## config.mk

```make
export PLATFORM = sky130hd
export DESIGN_NAME = gen2_stall_recover
export DESIGN_NICKNAME = d
export VERILOG_FILES = /design/src/rtl/lrm_pkg.sv /design/src/rtl/lrm_stall_decode.sv /design/src/rtl/lrm_tick_timer.sv /design/src/rtl/gen2_stall_recover.sv
export SDC_FILE = /design/constraint.sdc
export NUM_CORES = 1
export LEC_CHECK = 0
export BUFFER_PORTS_ARGS = -buffer_cell sky130_fd_sc_hd__buf_2
export CAP_MARGIN = 20
export CORE_UTILIZATION = 45
export DETAILED_ROUTE_END_ITERATION = 8
export PLACE_DENSITY = 0.87
export SETUP_SLACK_MARGIN = 0.4
export SLEW_MARGIN = 40
export SYNTH_ARGS = -nofsm -noshare
export SYNTH_HDL_FRONTEND = slang
export SYNTH_SLANG_ARGS = --single-unit
```

## constraint.sdc

```tcl
create_clock -name clk -period 9.2 [get_ports clk]
set_clock_uncertainty 0.15 [all_clocks]
set_input_delay 2.76 -clock clk [delete_from_list [all_inputs] [get_ports clk]]
set_output_delay 2.76 -clock clk [all_outputs]
set_load 0.1 [all_outputs]
```

## src/rtl/lrm_pkg.sv

```systemverilog
// Shared constants and state encoding for the stall recovery monitor.
// Assumes 16-bit PHY register addresses and data.
package lrm_pkg;
    localparam logic [15:0] RXSTAT_ADDR = 16'h100D;
    localparam logic [15:0] OVRD_ADDR   = 16'h1005;
    localparam logic [15:0] OVRD_MASK   = 16'h0028;
    localparam logic [5:0]  STALL_CODE  = 6'h0D;
    localparam int          LINK_BIT    = 4;

    typedef enum logic [2:0] {
        S_IDLE,
        S_PROBE,
        S_GET_SET,
        S_PUT_SET,
        S_HOLD,
        S_GET_CLR,
        S_PUT_CLR,
        S_REST
    } lrm_state_e;
endpackage

```

## src/rtl/lrm_stall_decode.sv

```systemverilog
// Decodes link-up and the stall training state from the debug words.
// Pure combinational logic; the caller registers what it needs.
module lrm_stall_decode
    import lrm_pkg::*;
(
    input  logic [31:0] dbg_lo,
    input  logic [31:0] dbg_hi,
    output logic        link_up,
    output logic        stalled
);
    logic unused_dbg;

    // Pick out the link bit and compare the training state with the stall code.
    always_comb begin
        link_up    = dbg_hi[LINK_BIT];
        stalled    = !dbg_hi[LINK_BIT] && (dbg_lo[5:0] == STALL_CODE);
        unused_dbg = ^{dbg_lo[31:6], dbg_hi[31:5], dbg_hi[3:0]};
    end
endmodule

```

## src/rtl/lrm_tick_timer.sv

```systemverilog
// Counts timebase ticks from a start pulse; expired rises once limit ticks
// have been seen. Assumes limit is stable while the count runs.
module lrm_tick_timer #(
    parameter int TMR_W = 8
) (
    input  logic             clk,
    input  logic             rst_n,
    input  logic             start,
    input  logic             tick,
    input  logic [TMR_W-1:0] limit,
    output logic             expired
);
    logic             busy;
    logic [TMR_W-1:0] cnt;

    assign expired = busy && (cnt >= limit);

    // Load on start, then advance on each tick until the limit is reached.
    always_ff @(posedge clk) begin
        if (!rst_n) begin
            busy <= 1'b0;
            cnt  <= '0;
        end else if (start) begin
            busy <= 1'b1;
            cnt  <= '0;
        end else if (busy && tick && !expired) begin
            cnt <= cnt + 1'b1;
        end
    end
endmodule

```

## src/rtl/gen2_stall_recover.sv

```systemverilog
// Watches debug status for a stalled second-generation speed change and
// pulses the PHY receiver override bits through a read-modify-write.
// Assumes the access port holds phy_done high for one cycle per request,
// with phy_rdata and phy_err valid in that cycle.
module gen2_stall_recover
    import lrm_pkg::*;
#(
    parameter int HOLD_TICKS = 3,
    parameter int TMR_W      = 8,
    parameter int CNT_W      = 8
) (
    input  logic             clk,
    input  logic             rst_n,
    input  logic [31:0]      dbg_lo,
    input  logic [31:0]      dbg_hi,
    input  logic             tick,
    input  logic [TMR_W-1:0] holdoff_ticks,
    output logic             phy_req,
    output logic             phy_we,
    output logic [15:0]      phy_addr,
    output logic [15:0]      phy_wdata,
    input  logic [15:0]      phy_rdata,
    input  logic             phy_done,
    input  logic             phy_err,
    output logic [CNT_W-1:0] recov_count,
    output logic             fault
);
    localparam logic [TMR_W-1:0] HOLD_LIM = TMR_W'(HOLD_TICKS);

    lrm_state_e       st, nxt;
    logic             link_up, stalled;
    logic             tmr_start, tmr_done;
    logic [TMR_W-1:0] tmr_limit;
    logic [15:0]      wbuf;
    logic             ok_done, bad_done;

    lrm_stall_decode u_dec (
        .dbg_lo  (dbg_lo),
        .dbg_hi  (dbg_hi),
        .link_up (link_up),
        .stalled (stalled)
    );

    lrm_tick_timer #(.TMR_W(TMR_W)) u_tmr (
        .clk     (clk),
        .rst_n   (rst_n),
        .start   (tmr_start),
        .tick    (tick),
        .limit   (tmr_limit),
        .expired (tmr_done)
    );

    assign ok_done  = phy_done && !phy_err;
    assign bad_done = phy_done && phy_err;

    // Next-state decision for the recovery sequence.
    always_comb begin
        nxt = st;
        unique case (st)
            S_IDLE:    if (stalled) nxt = S_PROBE;
            S_PROBE:   if (bad_done) nxt = S_REST;
                       else if (ok_done) nxt = (!phy_rdata[0] && stalled) ? S_GET_SET : S_IDLE;
            S_GET_SET: if (bad_done) nxt = S_REST; else if (ok_done) nxt = S_PUT_SET;
            S_PUT_SET: if (bad_done) nxt = S_REST; else if (ok_done) nxt = S_HOLD;
            S_HOLD:    if (tmr_done) nxt = S_GET_CLR;
            S_GET_CLR: if (bad_done) nxt = S_REST; else if (ok_done) nxt = S_PUT_CLR;
            S_PUT_CLR: if (phy_done) nxt = S_REST;
            S_REST:    if (tmr_done) nxt = S_IDLE;
            default:   nxt = S_IDLE;
        endcase
    end

    // Timer is loaded on entry to the hold or holdoff states.
    always_comb begin
        tmr_start = (nxt != st) && (nxt == S_HOLD || nxt == S_REST);
        tmr_limit = (st == S_HOLD) ? HOLD_LIM : holdoff_ticks;
    end

    // Access port drive, derived from the current state.
    always_comb begin
        phy_req   = (st == S_PROBE) || (st == S_GET_SET) || (st == S_PUT_SET) ||
                    (st == S_GET_CLR) || (st == S_PUT_CLR);
        phy_we    = (st == S_PUT_SET) || (st == S_PUT_CLR);
        phy_addr  = (st == S_PROBE) ? RXSTAT_ADDR : OVRD_ADDR;
        phy_wdata = wbuf;
    end

    // State, write buffer, recovery counter and sticky fault.
    always_ff @(posedge clk) begin
        if (!rst_n) begin
            st          <= S_IDLE;
            wbuf        <= '0;
            recov_count <= '0;
            fault       <= 1'b0;
        end else begin
            st <= nxt;
            if (st == S_GET_SET && ok_done) wbuf <= phy_rdata | OVRD_MASK;
            if (st == S_GET_CLR && ok_done) wbuf <= phy_rdata & ~OVRD_MASK;
            if (st == S_PUT_CLR && ok_done) recov_count <= recov_count + 1'b1;
            if (bad_done) fault <= 1'b1;
        end
    end

    // an idle monitor with the link up issues no request next cycle.
    p_quiet_link_r1: assert property (@(posedge clk) disable iff (!rst_n)
        (st == S_IDLE && link_up) |=> !phy_req);

    // the setting write always carries both override bits.
    p_set_bits_r3: assert property (@(posedge clk) disable iff (!rst_n)
        (phy_req && phy_we && st == S_PUT_SET) |-> ((phy_wdata & OVRD_MASK) == OVRD_MASK));

    // the clearing write carries neither override bit.
    p_clr_bits_r4: assert property (@(posedge clk) disable iff (!rst_n)
        (phy_req && phy_we && st == S_PUT_CLR) |-> ((phy_wdata & OVRD_MASK) == 16'h0000));

    // a pending request keeps its fields steady.
    p_req_hold_r5: assert property (@(posedge clk) disable iff (!rst_n)
        (phy_req && !phy_done) |=> (phy_req && $stable(phy_we) && $stable(phy_addr) && $stable(phy_wdata)));

    // the fault flag never falls outside reset.
    p_fault_sticky_r6: assert property (@(posedge clk) disable iff (!rst_n)
        fault |=> fault);

    // the counter moves only after a clean clearing write.
    p_count_step_r8: assert property (@(posedge clk) disable iff (!rst_n)
        (recov_count != $past(recov_count)) |-> ($past(st == S_PUT_CLR && phy_done && !phy_err)
            && recov_count == $past(recov_count) + 1'b1));
endmodule

```

==> reports/metrics.cfg <==
[finish]
instances_no_fill=341
area_growth_pct=18.2
drive_gt1_share_pct=27.3
utilization_pct=55.3
antenna_cells=0
fin_area_mm2=0.00239
nets=391

[synthesis]
synth.avg_cell_area_um2=8.87
yosys_most_used_dff=dfxtp_1
synth_edf_count=0
synthAdderAreaFrac_pct=6.68
yosys_warnings=0
synth_compound_area_share_pct=11.6
synth_top_family_by_area=simple AND/OR/NAND/NOR gates
muxShareOfSynthArea_pct=8.47
yosys.area_share.simple_pct=22.4
synth_top_area_share_pct=35.6
synth.distinct_cells=46
synth_common_cells=nor2_1 (39), dfxtp_1 (36), buf_4 (17), nand2_1 (17), mux2i_1 (16)
syn_area_mm2=0.00202
synth_cells=228
yosysMostFrequentCell=nor2_1
synth_xor_area_share_pct=6.49
synthTopCellsByArea=dfxtp_1 (36%), mux2i_1 (7.9%), nor2_1 (7.2%)
async_flop_share_pct=0
ys_seq_area_share_pct=35.6
ys_ff_latch=36
synth_top_area_cell=dfxtp_1

[route]
viasPerCell=5.15
vias=1755
ant_nets=0
wire_per_inst_um=11.7
drtIter0Drc=82
drc=0
routed_wl_mm=3.99
drt_pass1_iterations=4

[clocking]
cts-root-buf=clkbuf_8
clk-insertion-delay-late_ns=0.28
cts_setup_buffers=0
ctsResizeCount=0
clk_path_buf_depth=2
cts_hold_buf=0
numCtsBuffers=5
h-tree-depth=2
cts_tree=yes
clock-sinks=36
cts.clk_slew.worst_paths_ns=0.07

[worst_setup_path]
path_max_fanout=8
endpoint=u_tmr.cnt[1]$_SDFFE_PP0P_
worst-r2r-setup-slack_ns=5.84
cp-startpoint=holdoff_ticks[0]
r2r_cells=9
end_kind=register
cp.arrival_ns=5.19
path_cells=buf_2, or2_2, ha_1, nand2b_4, a2111o_1, a211o_1, a41o_1, a221oi_4, nor2_1
worstReg2RegEnd=u_tmr.cnt[1]$_SDFFE_PP0P_
slowest_stage=a2111o_1
critPathKind=input port to register
slowest_delay_ns=0.49
r2r-start=st[0]$_SDFF_PN0_
worstPathRequired_ns=9.21
start_kind=input port

[place]
portBuffers=61
dpl.hpwl_mm=3.06
dp.cells=333
place_area_mm2=0.00230
gp_congestion=0.867

[pwr]
p_leak_uw=0.00111
peakVddDrop_mv=0.100
p_per_area_mw_per_mm2=159

[sta]
finalCritPeriodShare_pct=56.3
maxSlewViolCount=0
relSlewSlack_pct=49.8
tightest_slew_ns=0.747
clock.fmax_mhz=193
final.setup.tns_ns=0
rsz0062_at_grt=false
hold_viol_final=0
finalSetupViolations=0
fin_crit_ns=5.18

[global_routing]
track_usage_pct=17.2
antenna_found_initial=0
grt_pass1_wl_mm=6.80
grt-ovfl-total=0
grt_pass1_vias=1636
grt_max_degree=29

[floorplan]
initial_core_util_pct=46.8
die_w_um=69.1
coreArea_mm2=0.00432
io-pin-count=136
dieArea_mm2=0.00477
fp.dieH_um=69.1
rows=24

[job]
maxCapViolCount=0

[status]
status=finished, final reports clean

[worst_hold_path]
hold_path_class=register to register

[worst max-delay path, delay by kind of cell]
family,cells,cell delay [ns]
fa+ha+maj,1,0.27
buf+inv,1,0.09
compound gates,4,1.56
simple gates,3,0.51
[flip-flops by register name, indices dropped and copies added, names as in the netlist]
signal / flops
st: 3
fault: 1
u_tmr.cnt: 8
phy_wdata: 15
recov_count: 8
u_tmr.busy: 1
[worst min-delay path by stage]
stage,cells past startpoint,to,start
after floorplan,2,u_tmr.cnt[7]$_SDFFE_PP0P_,u_tmr.cnt[7]$_SDFFE_PP0P_
after global placement,2,fault$_SDFFE_PN0P_,fault$_SDFFE_PN0P_
after detailed placement,2,fault$_SDFFE_PN0P_,fault$_SDFFE_PN0P_
after CTS,2,fault$_SDFFE_PN0P_,fault$_SDFFE_PN0P_
after global routing,2,phy_wdata[7]$_SDFFE_PN0P_,phy_wdata[7]$_SDFFE_PN0P_
final,2,fault$_SDFFE_PN0P_,fault$_SDFFE_PN0P_
[logic make-up after synthesis]
group,Yosys count
DFF,36
xor gates and xnor gates,15
buffers and inverters,27
and+or+nand+nor,93
muxes,17
AOI/OAI and AO/OA,27
other,2
adders and majority gates,11
[placed cells by master, fill, tap and decap left out, types with 5 or more instances in the layout]
cell type	count
clkbuf_8	6
nor2_1	39
nand4_1	7
conb_1	15
xor2_1	10
mux2i_1	16
dfxtp_1	36
xnor2_1	5
a21oi_1	7
nand2_1	17
nand3_1	8
ha_1	10
buf_2	61
[power breakdown]
| group | switching (µW) | internal [µW] | total (µW) |
|---|---|---|---|
| clock | 52.1 | 61.0 | 113 |
| combinational | 79.2 | 23.1 | 102 |
| sequential | 5.93 | 160 | 166 |
| total | 137 | 244 | 381 |
[layout make-up]
cell class / count / area, µm²
inverters: 5 / 18.8
multi-input cells: 178 / 1180
clock buffers: 8 / 90.1
well taps: 52 / 65.1
repair buffers: 62 / 313
fillers: 395 / 1930
flip-flops and latches: 36 / 721
[stage by stage]
stage / setup slack, ns / hold WS [ns] / power [µW]
final: 4.02 / 0.330 / 381
after global routing: 3.93 / 0.371 / 397
after global placement: 3.76 / 0.295 / 269
after detailed placement: 3.73 / 0.308 / 271
after CTS: 4.04 / 0.328 / 384
after floorplan: 3.99 / 0.335 / 260
[routing by layer]
| metal | GRT usage (%) | vias to the layer above | part of all wire, % |
|---|---|---|---|
| met1 | 18.9 | 790 | 44 |
| met3 | 5.99 | 11 | 7.4 |
| li1 | - | 884 | - |
| met4 | 7.48 | 0 | 2.1 |
| met2 | 29.9 | 70 | 46 |
| met5 | 0 | - | 0 |
(Power assumes the default switching activity.)
